<file path="src/rtl/nsb_pkg.sv">
package nsb_pkg;
  parameter int NSB_SEQ_W = 16;
  parameter int NSB_TID_W = 2;
  parameter int NSB_PAY_W = 32;

  typedef struct packed {
    logic [NSB_SEQ_W-1:0] seq;
    logic [NSB_TID_W-1:0] tid;
    logic [NSB_PAY_W-1:0] payload;
  } nsb_entry_t;
endpackage

</file>
<file path="src/rtl/nsb_pick.sv">
module nsb_pick #(
  parameter int N  = 8,
  parameter int IW = (N > 1) ? $clog2(N) : 1
) (
  input  logic [N-1:0]  req,
  output logic          any,
  output logic [IW-1:0] idx
);
  // lowest set bit wins
  always_comb begin
    any = 1'b0;
    idx = '0;
    for (int i = N - 1; i >= 0; i--) begin
      if (req[i]) begin
        any = 1'b1;
        idx = IW'(i);
      end
    end
  end
endmodule

</file>
<file path="src/rtl/nsb_popcount.sv">
module nsb_popcount #(
  parameter int N  = 8,
  parameter int CW = $clog2(N + 1)
) (
  input  logic [N-1:0]  vec,
  output logic [CW-1:0] cnt
);
  always_comb begin
    cnt = '0;
    for (int i = 0; i < N; i++) cnt = cnt + CW'(vec[i]);
  end
endmodule

</file>
<file path="src/rtl/nonspec_hold_buf.sv">
module nonspec_hold_buf
  import nsb_pkg::*;
#(
  parameter int DEPTH = 8,
  localparam int IW = (DEPTH > 1) ? $clog2(DEPTH) : 1,
  localparam int CW = $clog2(DEPTH + 1)
) (
  input  logic                 clk,
  input  logic                 rst_n,
  input  logic                 ins_valid,
  input  logic [NSB_SEQ_W-1:0] ins_seq,
  input  logic [NSB_TID_W-1:0] ins_tid,
  input  logic [NSB_PAY_W-1:0] ins_payload,
  output logic                 ins_full,
  input  logic                 rel_valid,
  input  logic [NSB_SEQ_W-1:0] rel_seq,
  input  logic                 sq_valid,
  input  logic [NSB_TID_W-1:0] sq_tid,
  input  logic [NSB_SEQ_W-1:0] sq_seq,
  output logic                 rel_out_valid,
  output logic [NSB_SEQ_W-1:0] rel_out_seq,
  output logic [NSB_TID_W-1:0] rel_out_tid,
  output logic [NSB_PAY_W-1:0] rel_out_payload,
  output logic                 rel_miss,
  output logic                 sq_done,
  output logic [CW-1:0]        sq_count
);

  // State
  logic [DEPTH-1:0] valid_q, valid_d;
  nsb_entry_t       ent_q [DEPTH];
  nsb_entry_t       out_ent_q;
  logic             out_valid_q, out_valid_d;
  logic             miss_q, miss_d;
  logic             sq_done_q;
  logic [CW-1:0]    sq_cnt_q;

  // Per-slot compare
  logic [DEPTH-1:0] kill_vec;
  logic [DEPTH-1:0] hit_vec;

  for (genvar g = 0; g < DEPTH; g++) begin : g_slot
    assign kill_vec[g] = sq_valid && valid_q[g] &&
                         (ent_q[g].tid == sq_tid) && (ent_q[g].seq > sq_seq);
    assign hit_vec[g]  = rel_valid && valid_q[g] && !kill_vec[g] &&
                         (ent_q[g].seq == rel_seq);
  end

  // Selection
  logic          free_any, hit_any;
  logic [IW-1:0] free_idx, hit_idx;
  logic [CW-1:0] kill_cnt;
  logic          ins_ok;

  nsb_pick #(.N(DEPTH), .IW(IW)) u_free (.req(~valid_q), .any(free_any), .idx(free_idx));
  nsb_pick #(.N(DEPTH), .IW(IW)) u_hit  (.req(hit_vec),  .any(hit_any),  .idx(hit_idx));
  nsb_popcount #(.N(DEPTH), .CW(CW)) u_cnt (.vec(kill_vec), .cnt(kill_cnt));

  assign ins_ok = ins_valid && free_any;

  // Next state
  always_comb begin
    valid_d = valid_q & ~kill_vec;
    if (hit_any) valid_d[hit_idx] = 1'b0;
    if (ins_ok)  valid_d[free_idx] = 1'b1;
    out_valid_d = rel_valid && hit_any;
    miss_d      = rel_valid && !hit_any;
  end

  // Control registers
  always_ff @(posedge clk or negedge rst_n) begin
    if (!rst_n) begin
      valid_q     <= '0;
      out_valid_q <= 1'b0;
      miss_q      <= 1'b0;
      sq_done_q   <= 1'b0;
    end else begin
      valid_q     <= valid_d;
      out_valid_q <= out_valid_d;
      miss_q      <= miss_d;
      sq_done_q   <= sq_valid;
    end
  end

  // Data registers with enables
  always_ff @(posedge clk) begin
    if (ins_ok) begin
      ent_q[free_idx].seq     <= ins_seq;
      ent_q[free_idx].tid     <= ins_tid;
      ent_q[free_idx].payload <= ins_payload;
    end
    if (out_valid_d) out_ent_q <= ent_q[hit_idx];
    if (sq_valid)    sq_cnt_q  <= kill_cnt;
  end

  assign ins_full        = &valid_q;
  assign rel_out_valid   = out_valid_q;
  assign rel_out_seq     = out_ent_q.seq;
  assign rel_out_tid     = out_ent_q.tid;
  assign rel_out_payload = out_ent_q.payload;
  assign rel_miss        = miss_q;
  assign sq_done         = sq_done_q;
  assign sq_count        = sq_cnt_q;

  // Assertions
  a_r3_full_drops_insert: assert property (@(posedge clk) disable iff (!rst_n)
    (ins_valid && ins_full && !rel_valid && !sq_valid) |=> $stable(valid_q));

  a_r4_out_needs_request: assert property (@(posedge clk) disable iff (!rst_n)
    rel_out_valid |-> $past(rel_valid));

  a_r5_release_frees_slot: assert property (@(posedge clk) disable iff (!rst_n)
    (rel_valid && hit_any && !ins_ok && !sq_valid) |=>
      ($countones(valid_q) == $past($countones(valid_q)) - 1));

  a_r6_miss_excludes_out: assert property (@(posedge clk) disable iff (!rst_n)
    !(rel_out_valid && rel_miss));

  a_r8_done_follows_squash: assert property (@(posedge clk) disable iff (!rst_n)
    sq_done |-> ($past(sq_valid) && (sq_count <= CW'(DEPTH))));

  a_r8_count_matches_loss: assert property (@(posedge clk) disable iff (!rst_n)
    (sq_valid && !rel_valid && !ins_ok) |=>
      ($countones(valid_q) + int'(sq_count) == $past($countones(valid_q))));

endmodule

</file>
<file path="config.mk">
export PLATFORM = sky130hd
export DESIGN_NAME = nonspec_hold_buf
export DESIGN_NICKNAME = d
export VERILOG_FILES = /design/src/rtl/nsb_pkg.sv /design/src/rtl/nsb_pick.sv /design/src/rtl/nsb_popcount.sv /design/src/rtl/nonspec_hold_buf.sv
export SDC_FILE = /design/constraint.sdc
export NUM_CORES = 1
export LEC_CHECK = 0
export BUFFER_PORTS_ARGS = -buffer_cell sky130_fd_sc_hd__buf_2
export CAP_MARGIN = 30
export CORE_MARGIN = 5
export CORE_UTILIZATION = 28
export CTS_BUF_LIST = sky130_fd_sc_hd__clkbuf_4 sky130_fd_sc_hd__clkbuf_8
export CTS_CLUSTER_SIZE = 12
export DETAILED_ROUTE_END_ITERATION = 8
export GPL_TIMING_DRIVEN = 0
export PLACE_DENSITY = 0.47
export SLEW_MARGIN = 40
export SYNTH_ARGS = -nofsm -noshare
export SYNTH_HDL_FRONTEND = slang
export SYNTH_SLANG_ARGS = --single-unit
</file>
<file path="constraint.sdc">
create_clock -name clk -period 5.7 [get_ports clk]
set_clock_uncertainty 0.2 [all_clocks]
set_input_delay 1.14 -clock clk [delete_from_list [all_inputs] [get_ports clk]]
set_output_delay 1.14 -clock clk [all_outputs]
set_load 0.03 [all_outputs]
</file>
==> metrics list <==
- Outcome: finished, violations left
* Violations in the final reports: setup timing
* Crit path setup slack, layout: -0.1579 ns
* Deepest clock path buffer count: 3
- The synthesized design contains around 450 enable-type register cells.
* Achievable Freq: 0.1707 GHz
- Count of cells resized by post-cts repair: 6
- For this run, asynchronously set or reset flops after synthesis account for 0.02366.
- Post-synth design cell area: between 20,000 and 25,000 um^2
- Clock tree from TritonCTS: done
* Via count of the first global-routing pass: between 15,000 and 20,000
- The final max-slew violation count was 0.
- Relative max-transition margin: 0.3624
- Before CTS, the worst setup slack after placement is -1.128 ns.
- After synthesis the netlist holds a flip-flop and latch count of 465.
- The detail route stage leaves a number of antenna-violating nets equal to 0.
- TritonRoute pass-1 iters: 5
* Kind of start point of the critical path: input port
- DRC violation count after routing: 0
- Unrepaired setup endpoints after global routing: no
* Clock net sink count: approximately 470
* Final period util: 1.028
- Top flip-flop cell by instance count after synthesis: edfxtp_1
* Final setup violation count: 5
- Num rows: roughly 110
- Along the worst path, the maximum fanout reaches 19.
* IR Drop Worst-Case VDD: around 160 uV
- Summed over all instances, the cell type with the most area after synthesis is edfxtp_1.
- Pin count of the biggest net entering global routing: 20
- Class of the worst hold path: input port to async pin
- Cts-stage hold buffer count: 0
- In the post-synthesis netlist, the biggest area contributors are edfxtp_1 (56%), ha_1 (6.8%), nand2_1 (3.3%).
- Yosys mapped the design onto 68 distinct sky130hd cell types.
- Of the cells placed in the final design, the portion with a size suffix greater than 1 is 0.1817.
- Via-per-instance ratio: between 5 and 6
* Syn Inst Count: just under 2,000
* Post-Synthesis Net Count: about 2,200
- Width of the die: ~300 um
- The largest individual stage delay along the critical path comes from the cell a21boi_0.
- Core region area: around 85,000 um^2
* Reg2reg start: ent_q[2][48]
- The layout has roughly 8,600 filler cells.
* Number of design-rule violations left by the first detailed-router iteration: roughly 1,600
- Across all hold checks on the routed design, the worst slack comes to 0.1656 ns.
- After the last flow step, the layout net total stands at 2,468.
* Worst reg-to-reg path cell count: 13
- Power spread over the standard cell area amounts to about 320 nW/um^2.
- Static leakage: about 10 nW
- The worst setup path is captured at a flip-flop.
- The Yosys step of the flow raised 0 warnings.
- Buffers inserted by post-CTS timing repair: 0
- Largest incremental delay on the critical path: slightly below 0.8 ns
- Final Hold Vio Count: 0
* Post-route standard cell area excluding fillers: between 20,000 and 30,000 um^2
* Routed length per placed instance: 27.80 um
* Total via count after detailed routing: approximately 18,000
- Post-place instance area: roughly 27,000 um^2
* Arr. time, crit path: between 6 and 7 ns
* Total wire length after detailed routing: roughly 96 mm
- Clock period minus worst slack: 5.858 ns
- Cts bufs inserted: 87
- Crit path launch: sq_seq[15]
- Mean cell area of the mapped netlist: 12.19 um^2
- Top-level I/O count: around 150
- CTS H-tree depth: 3
* GR Util All Layers: 0.2049
- Compared with the post-synthesis result, the final layout area differs by 20.13%.
* Crit path cell chain: buf_2, inv_1, ha_1, nand3_1, nor4_2, a21boi_0, o41ai_4, and3_1, clkbuf_1, buf_2, clkbuf_2, nand2_1, a21boi_1, a211oi_1, nand3_1
- Overall overflow remaining after global route: 0
- Worst r2r dst: rel_out_seq[0]
* First-pass GRT wire length: about 130 mm
* Area share of the largest cell type after synthesis: 0.5649
- The number of antenna violations at the first check in global routing came to 14.
- Once detailed placement completed, the half-perimeter wirelength came to around 73 mm.
- Slack of the worst reg-to-reg path: 0.20 ns
- MaxCap Viol Count: 0
- The worst setup path is of the input port to flip-flop kind.
* Required time of the critical path: slightly below 6 ns
* Worst-skew pair later-pin latency: ~0.73 ns
- Initial core utilization: 0.2826
- Gp weighted congestion: 0.9767
- Clock tree synthesis selected as its root buffer the cell clkbuf_8.
* Clock-pin transition on the worst setup and hold timing paths: 0.07 ns
- Post-synthesis sequential area ratio: 0.5763
- The floorplan step defined a die boundary enclosing 92,170 um^2.
- Die outline height: slightly above 300 um
- Slew at the pin closest to its max-slew limit: roughly 0.96 ns
- Port buffering added 128 buffers.
==> synth_stat cells (5+ instances only) <==
cell	n
edfxtp_1	454
nand2_1	209
ha_1	131
nand3_1	129
xnor2_1	79
clkbuf_1	74
o21ai_1	71
xor2_1	66
and3_1	64
a21oi_1	53
a21boi_0	49
o21ai_0	49
a21boi_1	42
nand4_1	42
nor2_1	40
or3b_1	40
mux2_1	38
inv_1	36
nor4_1	34
a211oi_1	33
buf_2	28
and2_1	24
nor3_1	15
nor2b_1	12
nor3b_1	12
dfrtp_1	11
mux2_2	11
nand3_2	9
o2bb2a_1	9
or4_1	9
buf_6	7
nand4b_1	7
a21o_1	6
or3_1	6
and4_1	5
o211ai_1	5
o21a_1	5
o22ai_1	5
==> logic make-up after synthesis <==
kind of cell               synth area share
and+or+nand+nor                      0.1499
DFF                                  0.5763
AOI/OAI and AO/OA                    0.1005
xor gates and xnor gates            0.05262
buffers and inverters               0.02618
adders and majority gates           0.07123
muxes                               0.02328
==> state kept, by name (all words and copies together), names as in the netlist <==
register         flops
ent_q              400
rel_miss             1
rel_out_payload     32
rel_out_seq         16
rel_out_tid          2
rel_out_valid        1
sq_count             4
sq_done              1
valid_q              8
==> critical path, delay by kind of cell <==
kind / cells / cell delay (ns)
AO/OA/AOI/OAI: 4 / 1.48
buffers and inverters: 5 / 1.44
AND/OR/NAND/NOR: 5 / 1.55
adder cells (fa/ha/maj): 1 / 0.37
==> worst max-delay path by stage <==
stage,cells after the start,slack (ns),to
finish,15,-0.16,rel_out_seq[0]
floorplan,11,0.04,rel_out_payload[0]
global route,15,0.01,rel_out_seq[0]
CTS,14,0.11,rel_out_payload[30]
detailed placement,14,-1.13,rel_out_seq[14]
global placement,12,-4.53,rel_out_payload[30]
==> power by group <==
part | internal, W | leakage, nW | switching [W]
combinational | 0.000516 | 5.10 | 0.00101
sequential | 0.00415 | 4.24 | 0.000180
clock | 0.00184 | 0.947 | 0.00156
total | 0.00651 | 10.3 | 0.00276
==> cell usage in the layout (no fill, tap or decap), drive strengths merged, types with 15 or more instances in the layout <==
cell type	n
nand3	138
a21boi	91
buf	211
o21ai	120
clkinv	39
nor4	35
ha	131
clkbuf	182
nand4	42
nor3	15
a21oi	53
and2	24
edfxtp	454
a211oi	35
nand2	209
nor2	40
xor2	66
and3	64
inv	42
mux2	49
xnor2	79
or3b	42
==> layout make-up <==
cell class,count,area [um^2],share of cell area
Buffer,108,506.7,0.01748
Clock inverter,53,439.2,0.01515
Tap cell,1144,1431,0.04937
Clock buffer,109,1369,0.04721
Antenna cell,9,22.52,0.0007768
Multi-Input combinational cell,1370,9794,0.3378
Timing Repair Buffer,176,1386,0.04782
Inverter,36,135.1,0.004661
Sequential cell,465,13910,0.4797
==> metrics by stage <==
step                instances  power [W]  TNS [ns]    util
global route             3462   0.009643         0  0.3392
floorplan                1980   0.005097         0       -
detailed placement       3300   0.005916    -81.15  0.3176
finish                   3470   0.009267   -0.1995  0.3394
global placement         3252   0.005736  -1002.13  0.3069
CTS                      3461   0.009359         0  0.3390
==> routing by layer <==
| metal | routed length (um) | part of all wire | up-vias | global-route usage |
|---|---|---|---|---|
| li1 | - | - | 8063 | - |
| met1 | 42020 | 0.44 | 9076 | 0.2771 |
| met2 | 44600 | 0.46 | 701 | 0.3308 |
| met3 | 6617 | 0.069 | 169 | 0.04052 |
| met4 | 3186 | 0.033 | 8 | 0.06927 |
| met5 | 48 | 0.00050 | - | 0 |
Note: power is estimated with default switching activity, not from simulation.
